$ cat src/rtl/adc_seq_pkg.sv
package adc_seq_pkg;
  typedef enum logic [2:0] {
    SQ_WAKE, SQ_IDLE, SQ_OFS, SQ_GAIN, SQ_ARM, SQ_CONV
  } seq_state_t;

  typedef enum logic [1:0] {
    CMD_NONE, CMD_CAL, CMD_CONV
  } seq_cmd_t;
endpackage

$ cat src/rtl/adc_seq_sync.sv
module adc_seq_sync #(
  parameter int W      = 1,
  parameter int STAGES = 2
) (
  input  logic         clk,
  input  logic         rst_n,
  input  logic [W-1:0] d,
  output logic [W-1:0] q
);
  generate
    for (genvar i = 0; i < STAGES; i++) begin : g_stage
      logic [W-1:0] r;
      if (i == 0) begin : g_first
        always_ff @(posedge clk or negedge rst_n)
          if (!rst_n) r <= '0;
          else        r <= d;
      end else begin : g_next
        always_ff @(posedge clk or negedge rst_n)
          if (!rst_n) r <= '0;
          else        r <= g_stage[i-1].r;
      end
    end
  endgenerate

  assign q = g_stage[STAGES-1].r;
endmodule

$ cat src/rtl/adc_seq_cmd.sv
module adc_seq_cmd
  import adc_seq_pkg::*;
(
  input  logic     clk,
  input  logic     rst_n,
  input  logic     cal_s,
  input  logic     conv_s,
  input  logic     consume,
  output seq_cmd_t pend
);
  logic conv_q;
  logic conv_rise;

  assign conv_rise = conv_s & ~conv_q;

  always_ff @(posedge clk or negedge rst_n) begin
    if (!rst_n) begin
      conv_q <= 1'b0;
      pend   <= CMD_NONE;
    end else begin
      conv_q <= conv_s;
      if (conv_rise)    pend <= cal_s ? CMD_CAL : CMD_CONV;
      else if (consume) pend <= CMD_NONE;
    end
  end
endmodule

$ cat src/rtl/adc_seq_fsm.sv
module adc_seq_fsm
  import adc_seq_pkg::*;
#(
  parameter int WAKE_CYC = 1800,
  parameter int CAL_CYC  = 3246,
  parameter int CONV_CYC = 1622
) (
  input  logic     clk,
  input  logic     rst_n,
  input  seq_cmd_t pend,
  input  logic     conv_lvl,
  output logic     consume,
  output logic     st_ofs,
  output logic     st_gain,
  output logic     st_conv,
  output logic     cal_end,
  output logic     upd
);
  localparam int WK_T   = WAKE_CYC / 2;
  localparam int CAL_T  = CAL_CYC / 2;
  localparam int OFS_T  = CAL_T / 2;
  localparam int GAIN_T = CAL_T - OFS_T;
  localparam int CNV_T  = CONV_CYC / 2;
  localparam int MAXT   = (WK_T > CAL_T) ? ((WK_T > CNV_T) ? WK_T : CNV_T)
                                         : ((CAL_T > CNV_T) ? CAL_T : CNV_T);
  localparam int CW     = (MAXT < 2) ? 1 : $clog2(MAXT + 1);

  localparam logic [CW-1:0] WK_LD   = CW'(WK_T - 1);
  localparam logic [CW-1:0] OFS_LD  = CW'(OFS_T - 1);
  localparam logic [CW-1:0] GAIN_LD = CW'(GAIN_T - 1);
  localparam logic [CW-1:0] CNV_LD  = CW'(CNV_T - 1);

  seq_state_t    st, nxt_st;
  logic [CW-1:0] cnt, nxt_cnt;
  logic          tick;
  logic          cal_end_n, upd_n;
  logic          cnt_zero;

  assign cnt_zero = (cnt == '0);

  always_ff @(posedge clk or negedge rst_n) begin
    if (!rst_n) tick <= 1'b0;
    else        tick <= ~tick;
  end

  always_comb begin
    nxt_st    = st;
    nxt_cnt   = cnt;
    consume   = 1'b0;
    cal_end_n = 1'b0;
    upd_n     = 1'b0;
    if (tick) begin
      case (st)
        SQ_WAKE: begin
          if (cnt_zero) begin
            consume = 1'b1;
            if (pend == CMD_CAL) begin
              nxt_st  = SQ_OFS;
              nxt_cnt = OFS_LD;
            end else if (pend == CMD_CONV) begin
              nxt_st = SQ_ARM;
            end else begin
              nxt_st = SQ_IDLE;
            end
          end else begin
            nxt_cnt = cnt - 1'b1;
          end
        end
        SQ_IDLE: begin
          consume = 1'b1;
          if (pend == CMD_CAL) begin
            nxt_st  = SQ_OFS;
            nxt_cnt = OFS_LD;
          end else if (pend == CMD_CONV) begin
            nxt_st = SQ_ARM;
          end
        end
        SQ_OFS, SQ_GAIN: begin
          consume = 1'b1;
          if (pend == CMD_CAL) begin
            nxt_st  = SQ_OFS;
            nxt_cnt = OFS_LD;
          end else if (!cnt_zero) begin
            nxt_cnt = cnt - 1'b1;
          end else if (st == SQ_OFS) begin
            nxt_st  = SQ_GAIN;
            nxt_cnt = GAIN_LD;
          end else begin
            cal_end_n = 1'b1;
            if (conv_lvl) begin
              nxt_st  = SQ_CONV;
              nxt_cnt = CNV_LD;
            end else begin
              nxt_st = SQ_IDLE;
            end
          end
        end
        SQ_ARM, SQ_CONV: begin
          consume = 1'b1;
          if (pend == CMD_CAL) begin
            nxt_st  = SQ_OFS;
            nxt_cnt = OFS_LD;
          end else if (pend == CMD_CONV) begin
            nxt_st = SQ_ARM;
          end else if (st == SQ_ARM) begin
            nxt_st  = SQ_CONV;
            nxt_cnt = CNV_LD;
          end else if (!cnt_zero) begin
            nxt_cnt = cnt - 1'b1;
          end else begin
            upd_n = 1'b1;
            if (conv_lvl) begin
              nxt_st  = SQ_CONV;
              nxt_cnt = CNV_LD;
            end else begin
              nxt_st = SQ_IDLE;
            end
          end
        end
        default: nxt_st = SQ_IDLE;
      endcase
    end
  end

  always_ff @(posedge clk or negedge rst_n) begin
    if (!rst_n) begin
      st      <= SQ_WAKE;
      cnt     <= WK_LD;
      cal_end <= 1'b0;
      upd     <= 1'b0;
    end else begin
      st      <= nxt_st;
      cnt     <= nxt_cnt;
      cal_end <= cal_end_n;
      upd     <= upd_n;
    end
  end

  assign st_ofs  = (st == SQ_OFS);
  assign st_gain = (st == SQ_GAIN);
  assign st_conv = (st == SQ_ARM) || (st == SQ_CONV);
endmodule

$ cat src/rtl/adc_seq_ctrl.sv
module adc_seq_ctrl
  import adc_seq_pkg::*;
#(
  parameter int WAKE_CYC    = 1800,
  parameter int CAL_CYC     = 3246,
  parameter int CONV_CYC    = 1622,
  parameter int SYNC_STAGES = 2,
  parameter int LOAD_LAG    = 2
) (
  input  logic clk,
  input  logic rst_n,
  input  logic cal_pin,
  input  logic conv_pin,
  input  logic bipolar_pin,
  output logic ofs_cal,
  output logic gain_cal,
  output logic converting,
  output logic cal_done,
  output logic load_pending,
  output logic load_word,
  output logic word_bipolar
);
  localparam int NPIN = 3;

  logic [NPIN-1:0] pins_s;
  logic            cal_s, conv_s, bp_s;
  logic            consume;
  seq_cmd_t        pend;

  adc_seq_sync #(.W(NPIN), .STAGES(SYNC_STAGES)) i_sync (
    .clk(clk), .rst_n(rst_n),
    .d({bipolar_pin, conv_pin, cal_pin}),
    .q(pins_s)
  );
  assign {bp_s, conv_s, cal_s} = pins_s;

  adc_seq_cmd i_cmd (
    .clk(clk), .rst_n(rst_n),
    .cal_s(cal_s), .conv_s(conv_s),
    .consume(consume), .pend(pend)
  );

  adc_seq_fsm #(.WAKE_CYC(WAKE_CYC), .CAL_CYC(CAL_CYC), .CONV_CYC(CONV_CYC)) i_fsm (
    .clk(clk), .rst_n(rst_n),
    .pend(pend), .conv_lvl(conv_s),
    .consume(consume),
    .st_ofs(ofs_cal), .st_gain(gain_cal), .st_conv(converting),
    .cal_end(cal_done), .upd(load_pending)
  );

  adc_seq_sync #(.W(1), .STAGES(LOAD_LAG)) i_lag (
    .clk(clk), .rst_n(rst_n),
    .d(load_pending), .q(load_word)
  );

  always_ff @(posedge clk or negedge rst_n) begin
    if (!rst_n)            word_bipolar <= 1'b0;
    else if (load_pending) word_bipolar <= bp_s;
  end
endmodule

$ cat config.mk
export PLATFORM = sky130hd
export DESIGN_NAME = adc_seq_ctrl
export DESIGN_NICKNAME = d
export VERILOG_FILES = /design/src/rtl/adc_seq_pkg.sv /design/src/rtl/adc_seq_sync.sv /design/src/rtl/adc_seq_cmd.sv /design/src/rtl/adc_seq_fsm.sv /design/src/rtl/adc_seq_ctrl.sv
export SDC_FILE = /design/constraint.sdc
export NUM_CORES = 1
export LEC_CHECK = 0
export ABC_AREA = 1
export ABC_CLOCK_PERIOD_IN_PS = 5000
export BUFFER_PORTS_ARGS = -buffer_cell sky130_fd_sc_hd__buf_4
export CAP_MARGIN = 25
export CORE_MARGIN = 2
export CORE_UTILIZATION = 35
export DETAILED_ROUTE_END_ITERATION = 7
export PLACE_DENSITY = 0.6
export SYNTH_ARGS = -nofsm -noshare
export SYNTH_HDL_FRONTEND = slang
export SYNTH_SLANG_ARGS = --single-unit
$ cat constraint.sdc
create_clock -name clk -period 5 [get_ports clk]
set_input_delay 1 -clock clk [delete_from_list [all_inputs] [get_ports clk]]
set_output_delay 1 -clock clk [all_outputs]
set_load 0.05 [all_outputs]
==> flow_metrics.env <==
export IMPL_yosys_area_top_type="dfrtp_1"
export IMPL_criticalPathCategory="flop to primary output"
export IMPL_crit_path_end_kind="primary output"
export IMPL_r2r_slack_ns=3.00
export IMPL_totalWireLength_mm=4.432
export IMPL_cts_tree="yes"
export IMPL_die_w_um=78.25
export IMPL_outcome="finished, final reports clean"
export IMPL_grt_max_degree=30
export IMPL_fin_worst_skew_ns=0.007054
export IMPL_hp_class="flop to flop"
export IMPL_synth_async_reset_ratio_pct=100.0
export IMPL_syn_nets=279
export IMPL_cp_arrival_ns=1.60
export IMPL_multiInputGateArea_um2=1031
export IMPL_nFillCells=562
export IMPL_syn_instance_count=269
export IMPL_worst_slew_pin_slew_ns=0.5240
export IMPL_timing_rr_end="i_fsm.cnt[10]$_DFFE_PN0P_"
export IMPL_grt_pass1_vias=1719
export IMPL_dr_pass1_iters=4
export IMPL_synth_area_um2=1929
export IMPL_synthTopCellsByCount="nand2_1, inv_1, nor2_1, dfrtp_1, a21oi_1"
export IMPL_post_cts_buffers=0
export IMPL_synth_simple_area_share_pct=37.03
export IMPL_io_buffer_count=11
export IMPL_crit_fanout=9
export IMPL_synth_compound_area_share_pct=11.22
export IMPL_path_clk_slew_ns=0.06
export IMPL_synth_top_area_share_pct=31.13
export IMPL_wire_per_inst_um=12.41
export IMPL_nNetsFinal=294
export IMPL_ctsRootBufferMaster="clkbuf_8"
export IMPL_ys_top_cells_by_area="dfrtp_1, nand2_1, dfstp_2, inv_1, nor2_1"
export IMPL_synth_xor_xnor_area_share_pct=1.362
export IMPL_viasPerCell=4.678
export IMPL_antenna_found_initial=0
export IMPL_post_place_ws_ns=2.713
export IMPL_crit_chain="inv_2 > nand2_2 > inv_2 > nand2_1 > inv_1 > buf_4"
export IMPL_max_stage_delay_ns=0.63
export IMPL_final_setup_viol_count=0
export IMPL_leakagePower_nw=1.139
export IMPL_synthDistinctLibCells=32
export IMPL_initial_core_util_pct=35.69
export IMPL_synth_mux_area_share_pct=0.5837
export IMPL_grtUsageTotal_pct=16.34
export IMPL_dieHeight_um=78.25
export IMPL_diodes=0
export IMPL_fin_setup_tns_ns=0
export IMPL_regArea_um2=732.0
export IMPL_synth_warnings=0
export IMPL_clock_path_buffers=2
export IMPL_period_needed_ns=2.600
export IMPL_pwr_density_cell_nw_per_um2=670.7
export IMPL_vias=1670
export IMPL_synth_top_family_by_area="simple AND/OR/NAND/NOR gates"
export IMPL_worst_slack_ns=2.400
export IMPL_clock_latency_ns=0.28
export IMPL_core_um2=5405
export IMPL_synth_most_common_cell="nand2_1"
export IMPL_htree_levels=2
export IMPL_critical_path_startpoint="i_fsm.st[2]$_DFFE_PN0P_"
export IMPL_synthAdderAreaFrac_pct=3.243
export IMPL_drt_initial_drc_count=102
export IMPL_fmax_mhz=384.6
export IMPL_hold_viol=0
export IMPL_area_growth_pct=13.29
export IMPL_overflow=0
export IMPL_cts_buffers=5
export IMPL_yosys_register_bits=29
export IMPL_place_gp_congestion=0.8839
export IMPL_drc=0
export IMPL_slew_viol_final=0
export IMPL_cts_resized=0
export IMPL_max_cap_violations=0
export IMPL_cts_sinks=29
export IMPL_synth_edff_count=0
export IMPL_dpl_instance_area_um2=2078
export IMPL_synth_seq_area_share_pct=37.94
export IMPL_rsz0062_at_grt="no"
export IMPL_synthFlopType="dfrtp_1"
export IMPL_dpl_hpwl_mm=3.316
export IMPL_setup_worst_path_end="ofs_cal"
export IMPL_dieArea_um2=6122
export IMPL_cts_hold_fix_buffers=0
export IMPL_reg2reg_from="i_cmd.pend[1]$_DFFE_PN0P_"
export IMPL_postRouteAntennaNets=0
export IMPL_grt_pass1_wl_mm=7.935
export IMPL_crit_slowest_cell="dfrtp_1"
export IMPL_relSlewSlack_pct=64.98
export IMPL_ios=12
export IMPL_period_share_pct=52.00
export IMPL_startpoint_type="flop"
export IMPL_ir_drop_mv=0.2523
export IMPL_crit_path_frequent_cell="inv_2"
export IMPL_worstPathRequired_ns=4.00
export IMPL_final_area_um2=2186
export IMPL_r2r_cells=9
export IMPL_syn_mean_instance_area_um2=7.172
export IMPL_drive_above_1_share_pct=19.30
export IMPL_fp_row_count=27
==> area by class of cell <==
type	instances	share of cell area, %
clock buffer	6	3.320
clock inverter	2	1.603
inverter	38	6.525
multi-input combinational	199	47.17
sequential	29	33.49
tap	72	4.121
timing repair buffer	11	3.778
==> through the flow <==
step	utilization (%)	hold slack (ns)	total power, W	instances
2_1_floorplan	-	0.3312	0.001068	269
3_3_place_gp	38.45	0.3341	0.001229	349
3_5_place_dp	38.45	0.3371	0.001232	349
4_1_cts	40.44	0.3517	0.001476	357
5_1_grt	40.44	0.3534	0.001624	357
6_report	40.44	0.3484	0.001466	357
==> state kept, by name, summed over array words and instances, names as in the netlist, 2 cells and up <==
register / flops
i_fsm.cnt: 11
i_fsm.st: 3
i_sync.g_stage.r: 3
i_sync.q: 3
i_cmd.pend: 2
==> metal layers <==
layer  GRT usage, %  routed length [um]  vias to the layer above
met1          21.17                2164                      769
met4          6.667                  66                        0
met5              0                   0                        -
li1               -                   -                      881
met2          26.81                2096                       15
met3          3.103                 104                        5
==> power breakdown <==
group	switching, W	internal [W]	leakage (nW)
clock	0.0000896	0.000148	0.0552
combinational	0.000549	0.000284	0.731
sequential	0.0000811	0.000314	0.353
total	0.000720	0.000746	1.14
==> cell families after synthesis <==
logic type	Yosys count
AO/OA/AOI/OAI	37
XOR/XNOR	3
adder cells (fa/ha/maj)	5
buffers and inverters	41
flip-flops	29
multiplexers	1
AND/OR/NAND/NOR	153
==> worst max-delay path, delay by kind of cell, from the launching register on <==
family,cells,cell delay (ns)
flip-flops,1,0.63
buffers and inverters,4,0.44
AND/OR/NAND/NOR,2,0.25
==> worst min path at each step <==
stage / from / endpoint / cells after the start
2_1_floorplan: i_lag.g_stage[0].r$_DFF_PN0_ / i_lag.q$_DFF_PN0_ / 0
3_3_place_gp: i_sync.g_stage[0].r[2]$_DFF_PN0_ / i_sync.q[2]$_DFF_PN0_ / 0
3_5_place_dp: i_sync.g_stage[0].r[2]$_DFF_PN0_ / i_sync.q[2]$_DFF_PN0_ / 0
4_1_cts: i_sync.g_stage[0].r[2]$_DFF_PN0_ / i_sync.q[2]$_DFF_PN0_ / 0
5_1_grt: i_sync.g_stage[0].r[1]$_DFF_PN0_ / i_sync.q[1]$_DFF_PN0_ / 0
6_report: i_sync.g_stage[0].r[1]$_DFF_PN0_ / i_sync.q[1]$_DFF_PN0_ / 0
==> cell usage in the layout, fill, tap and decap left out, drive strengths merged <==
cell type / synthesis / routed
o211ai: 1 / 1
o21ai: 13 / 13
nor3: 4 / 4
bufinv: 0 / 1
nand2: 91 / 91
buf: 3 / 11
mux2: 1 / 1
inv: 38 / 38
a21oi: 17 / 17
dfrtp: 24 / 24
a31oi: 2 / 2
xnor2: 1 / 1
or2: 1 / 1
xor2: 2 / 2
o22ai: 4 / 4
clkinv: 0 / 1
nand4: 5 / 5
clkbuf: 0 / 6
nor2: 36 / 36
ha: 5 / 5
nand3: 15 / 15
dfstp: 5 / 5
nor3b: 1 / 1
(Power assumes the default switching activity.)
